File: src/rtl/vdf_pkg.sv
package vdf_pkg;
  typedef enum logic {
    SRC_RAM    = 1'b0,
    SRC_BYPASS = 1'b1
  } vdf_src_e;
endpackage

File: src/rtl/vdf_rst_sync.sv
module vdf_rst_sync #(
  parameter int STAGES = 2
) (
  input  logic clk,
  input  logic rst_n,
  output logic rst_sync_n
);
  logic [STAGES-1:0] sync_q;

  always_ff @(posedge clk or negedge rst_n) begin
    if (!rst_n) sync_q <= '0;
    else        sync_q <= {sync_q[STAGES-2:0], 1'b1};
  end

  assign rst_sync_n = sync_q[STAGES-1];
endmodule

File: src/rtl/vdf_ptr_ctrl.sv
module vdf_ptr_ctrl #(
  parameter int ADDR_W  = 13,
  parameter int DEPTH_W = 32
) (
  input  logic               clk,
  input  logic               rst_n,
  input  logic               accept,
  input  logic [DEPTH_W-1:0] depth,
  output logic [ADDR_W-1:0]  wr_addr,
  output logic [ADDR_W-1:0]  rd_addr,
  output logic               emit,
  output logic               bypass
);
  logic [DEPTH_W-1:0] depth_q;
  logic [ADDR_W-1:0]  wptr_q, wptr_d;
  logic [ADDR_W-1:0]  fill_q, fill_d, fill_eff;
  logic [ADDR_W-1:0]  d_eff;
  logic               changed, filled;

  // next-state
  always_comb begin
    d_eff    = depth[ADDR_W-1:0];
    changed  = (depth != depth_q);
    fill_eff = changed ? '0 : fill_q;
    filled   = (fill_eff >= d_eff);
    wptr_d   = wptr_q + 1'b1;
    fill_d   = fill_eff;
    if (accept && !filled) fill_d = fill_eff + 1'b1;
  end

  // registers
  always_ff @(posedge clk or negedge rst_n) begin
    if (!rst_n) begin
      depth_q <= '0;
      wptr_q  <= '0;
      fill_q  <= '0;
    end else begin
      depth_q <= depth;
      fill_q  <= fill_d;
      if (accept) wptr_q <= wptr_d;
    end
  end

  assign wr_addr = wptr_q;
  assign rd_addr = wptr_q - d_eff;
  assign emit    = accept && filled;
  assign bypass  = (d_eff == '0);

  assert_wr_step_R2: assert property (@(posedge clk) disable iff (!rst_n)
    accept |=> wr_addr == ADDR_W'($past(wr_addr) + 1'b1));
  assert_wr_hold_R2: assert property (@(posedge clk) disable iff (!rst_n)
    !accept |=> $stable(wr_addr));
  assert_fill_bound_R6: assert property (@(posedge clk) disable iff (!rst_n)
    !changed |-> fill_q <= d_eff);
  assert_fill_clear_R7: assert property (@(posedge clk) disable iff (!rst_n)
    changed |=> fill_q <= ADDR_W'(1));
endmodule

File: src/rtl/vdf_out_pipe.sv
module vdf_out_pipe
  import vdf_pkg::*;
#(
  parameter int DATA_W = 32
) (
  input  logic              clk,
  input  logic              rst_n,
  input  logic              emit,
  input  logic              bypass,
  input  logic [DATA_W-1:0] in_data,
  input  logic [DATA_W-1:0] ram_rd_data,
  output logic [DATA_W-1:0] out_data,
  output logic              out_valid
);
  logic              v1_q;
  logic [DATA_W-1:0] byp_q;
  vdf_src_e          src_q, src_d;
  logic [DATA_W-1:0] out_d;
  logic [DATA_W-1:0] out_q;
  logic              ov_q;

  always_comb begin
    src_d = bypass ? SRC_BYPASS : SRC_RAM;
    out_d = (src_q == SRC_BYPASS) ? byp_q : ram_rd_data;
  end

  always_ff @(posedge clk or negedge rst_n) begin
    if (!rst_n) begin
      v1_q  <= 1'b0;
      byp_q <= '0;
      src_q <= SRC_RAM;
      out_q <= '0;
      ov_q  <= 1'b0;
    end else begin
      v1_q <= emit;
      ov_q <= v1_q;
      if (emit) begin
        byp_q <= in_data;
        src_q <= src_d;
      end
      if (v1_q) out_q <= out_d;
    end
  end

  assign out_data  = out_q;
  assign out_valid = ov_q;

  assert_stage_order_R4: assert property (@(posedge clk) disable iff (!rst_n)
    out_valid |-> $past(emit, 2));
endmodule

File: src/rtl/var_delay_fifo.sv
module var_delay_fifo #(
  parameter int DATA_W = 32,
  parameter int ADDR_W = 13
) (
  input  logic              clk,
  input  logic              rst_n,
  input  logic [31:0]       depth,
  input  logic [DATA_W-1:0] in_data,
  input  logic              in_valid,
  output logic [DATA_W-1:0] out_data,
  output logic              out_valid,
  output logic              ram_wr_strobe,
  output logic              ram_wr_en,
  output logic [ADDR_W-1:0] ram_wr_addr,
  output logic [DATA_W-1:0] ram_wr_data,
  output logic              ram_rd_en,
  output logic [ADDR_W-1:0] ram_rd_addr,
  input  logic [DATA_W-1:0] ram_rd_data
);
  localparam int DEPTH_W = 32;

  logic run_n;
  logic accept;
  logic emit;
  logic bypass;

  vdf_rst_sync #(.STAGES(2)) u_rst (
    .clk        (clk),
    .rst_n      (rst_n),
    .rst_sync_n (run_n)
  );

  assign accept = in_valid && run_n;

  vdf_ptr_ctrl #(.ADDR_W(ADDR_W), .DEPTH_W(DEPTH_W)) u_ptr (
    .clk     (clk),
    .rst_n   (run_n),
    .accept  (accept),
    .depth   (depth),
    .wr_addr (ram_wr_addr),
    .rd_addr (ram_rd_addr),
    .emit    (emit),
    .bypass  (bypass)
  );

  vdf_out_pipe #(.DATA_W(DATA_W)) u_out (
    .clk         (clk),
    .rst_n       (run_n),
    .emit        (emit),
    .bypass      (bypass),
    .in_data     (in_data),
    .ram_rd_data (ram_rd_data),
    .out_data    (out_data),
    .out_valid   (out_valid)
  );

  assign ram_wr_strobe = accept;
  assign ram_wr_en     = accept;
  assign ram_wr_data   = in_data;
  assign ram_rd_en     = accept;

  assert_ram_idle_R1: assert property (@(posedge clk)
    !run_n |-> !(ram_wr_en || ram_wr_strobe || ram_rd_en));
  assert_out_idle_R1: assert property (@(posedge clk)
    !run_n |-> !out_valid);
  assert_latency_R4: assert property (@(posedge clk) disable iff (!run_n)
    out_valid |-> $past(in_valid, 2));
  assert_rd_pair_R3: assert property (@(posedge clk)
    ram_rd_en == ram_wr_en);
endmodule

File: config.mk
export PLATFORM = sky130hd
export DESIGN_NAME = var_delay_fifo
export DESIGN_NICKNAME = d
export VERILOG_FILES = /design/src/rtl/vdf_pkg.sv /design/src/rtl/vdf_rst_sync.sv /design/src/rtl/vdf_ptr_ctrl.sv /design/src/rtl/vdf_out_pipe.sv /design/src/rtl/var_delay_fifo.sv
export SDC_FILE = /design/constraint.sdc
export NUM_CORES = 1
export LEC_CHECK = 0
export BUFFER_PORTS_ARGS = -buffer_cell sky130_fd_sc_hd__buf_2
export CAP_MARGIN = 15
export CORE_MARGIN = 3
export CORE_UTILIZATION = 56
export CTS_BUF_LIST = sky130_fd_sc_hd__clkbuf_16
export CTS_CLUSTER_DIAMETER = 60
export DETAILED_ROUTE_END_ITERATION = 10
export PLACE_DENSITY_LB_ADDON = 0.08
export SETUP_SLACK_MARGIN = 0.15
export SLEW_MARGIN = 20
export SYNTH_ARGS = -nofsm -noshare
export SYNTH_HDL_FRONTEND = slang
export SYNTH_HIERARCHICAL = 1
export SYNTH_SLANG_ARGS = --single-unit
File: constraint.sdc
create_clock -name clk -period 10.6 [get_ports clk]
set_input_delay 2.12 -clock clk [delete_from_list [all_inputs] [get_ports clk]]
set_output_delay 2.12 -clock clk [all_outputs]
set_load 0.02 [all_outputs]
==> metrics.yaml <==
cts_setup_buffers: 0
p_switching_w: 0.000373
synth_common_cells: "127 x dfrtp_1, 48 x a21oi_1, 46 x nor2_1"
hold_viol_final: 0
synth_nets: 690
worst-setup-path-type: "input port to flop"
ys_seq_area_share_pct: 49.7
n_antenna_cell: 0
cts.htree.levels: 4
synth_edf_count: 0
die_w_um: 113
postRouteAntennaNets: 0
routed_via_density: 5.33
cp_max_fo: 34
end_kind: "flop"
p_comb_share_pct: 17.5
skew_ps: 9.21
synth_flop_cell: "dfrtp_1"
clk_latency_ps: 410
timing.slew.headroom_pct: 30.7
core_area_um2: 11000
switching_share_pct: 26.5
slowest_stage: "a2111oi_1"
grt.overflow.total: 0
dieArea_um2: 12700
finalSetupTns_ps: 0
cts_made_buffers: 17
hpwl_um: 10200
synth_top_area_share_pct: 49.7
hp-class: "flop to async pin"
place_congestion: 0.859
fin_crit_sh_pct: 59.7
yosysMostFrequentCell: "dfrtp_1"
synth_top_area_cell: "dfrtp_1"
async_flop_share_pct: 100
cp_top_family: "simple AND/OR/NAND/NOR gates"
ys_types: 46
multi_input_area_um2: 2730
antenna_found_initial: 0
p_leak_nw: 3.77
start_util_pct: 58.2
crit_arrival_ps: 6620
synth_top_cells_by_area: "dfrtp_1 50%, mux2_2 5.6%, xor2_1 5.2%"
worst_slew_pin_slew_ps: 1040
io_pins: 193
grtUsageTotal_pct: 22.9
period_needed_ps: 6330
routedWlPerCell_um: 16.0
nets: 851
yosys_register_bits: 127
drive_above_1_share_pct: 36.3
area_delta_synth_final_pct: 22.1
synth_cells: 564
path_cells: "buf_2, xor2_1, nor4_1, nand4_1, nor2_1, nand2_1, ha_1, nand2b_1, a21oi_1, a2111oi_1, nand3_1, a31oi_4, buf_4, mux2_2"
cts_buffer_depth: 2
seqCellArea_um2: 3190
slowest_delay_ps: 760
vias: 4679
avgSynthCellArea_um2: 11.3
clkTransAtPathRegs_ps: 50
cts_resized: 0
rows: 38
hold_buffers: 0
die_h_um: 113
critPathLaunchType: "input port"
max_cap_viol_count: 0
netlist_area_um2: 6390
drv_slew: 0
yosysWarnings: 6
rsz0062_at_grt: "no"
dr.pass1.iters: 4
status: "finished clean"
finalSetupViolCount: 0
remaining_drc_errors: 0
initialDrtViolationCount: 298
p_int_w: 0.00104
clkPwrFrac_pct: 45.1
fmax_mhz: 158
grt_pass1_wl_um: 23000
grt_start_max_net_pins: 88
totalWireLength_um: 14000
tritoncts: "built"
root_buffer: "clkbuf_16"
powerDensity_nw_per_um2: 181
ir_drop_v: 0.000174
critPathBufInv: 2
power_frac_seq_pct: 37.4
crit_required_ps: 10890
cts_sinks: 127
post-route-util_pct: 71.1
io_buffers: 192
num-fill-cells: 826
grt_pass1_vias: 4670
==> routing by layer <==
layer | global-route usage (%) | routed length [um]
met1 | 29.8 | 5960
met2 | 37.1 | 6980
met3 | 6.15 | 868
met4 | 7.93 | 220
met5 | 0 | 0
==> cell families (layout without fill, tap and decap cells) <==
family          after synthesis  after routing  synth area share [%]
simple gates                134            134                  10.8
flops                       127            127                  49.7
buf+inv                      75            249                  7.85
compound gates               70             70                  6.25
mux                          66             66                  11.1
xor+xnor                     64             64                  8.77
fa+ha+maj                    27             27                  5.40
other cells                   1              1                0.0587
==> placed cells by master, fill, tap and decap left out, types with 3 or more instances in the layout <==
master     instances
a21oi_1           48
buf_2            192
clkinv_2           3
nand3_1            5
nor2b_1            3
ha_1              26
inv_1             26
nor3_1             6
nor2_1            46
or2_2              3
o21a_1             4
xor2_1            38
nand4_1           16
dfrtp_1          124
nand2_1           20
bufinv_16          6
mux2_2            32
and3_1             5
and2_1            10
mux2i_1           32
xnor2_1           26
clkbuf_16         17
o21ai_0            6
nor4_1             9
==> power by group through the flow <==
stage          sequential [W]  combinational (W)  clock (W)
6_report             0.000527           0.000247   0.000636
5_1_grt              0.000530           0.000272   0.000670
4_1_cts              0.000527           0.000249   0.000649
3_5_place_dp         0.000535           0.000246          0
3_3_place_gp         0.000534           0.000242          0
2_1_floorplan        0.000546           0.000152          0
==> worst paths after layout <==
kind                                   startpoint               to  slack (ps)  depth (start not counted)
max in group asynchronous                   rst_n  u_rst/sync_q[1]        9010                          1
worst min-delay path              u_rst/sync_q[1]  u_out/byp_q[25]         310                          0
worst max-delay path                    depth[28]  u_out/byp_q[19]        4270                         14
worst max register to register  u_ptr/depth_q[28]  u_out/byp_q[19]        5710                         13
worst min register to register    u_rst/sync_q[1]  u_out/byp_q[25]         310                          0
min in group clk                  u_rst/sync_q[0]  u_rst/sync_q[1]         350                          0
==> cell type report <==
type                            count  share of cell area [%]
Clock buffer                       17                    5.45
Clock inverter                     15                    2.90
Inverter                           23                    1.11
Multi-Input combinational cell    362                    34.9
Sequential cell                   127                    40.8
Tap cell                          140                    2.24
Timing Repair Buffer              194                    12.6
==> sequential cells by signal, indices dropped and copies added, names as in the netlist <==
register,flops
u_out/byp_q,32
u_out/out_data,32
u_ptr/depth_q,32
u_ptr/fill_q,13
u_ptr/wr_addr,13
u_rst/sync_q,2
u_out/out_valid,1
u_out/src_q,1
u_out/v1_q,1
==> stage by stage <==
step           area [um2]  total power [W]  hold slack (ps)  instances  setup WS [ps]
3_5_place_dp         7150         0.000781              323        846           3910
4_1_cts              7800          0.00143              328        878           4280
3_3_place_gp         7150         0.000776              324        846           3980
6_report             7800          0.00141              311        878           4270
2_1_floorplan        6390         0.000698              331        564           4650
5_1_grt              7800          0.00147              359        878           3910
Note: power is estimated with default switching activity, not from simulation.
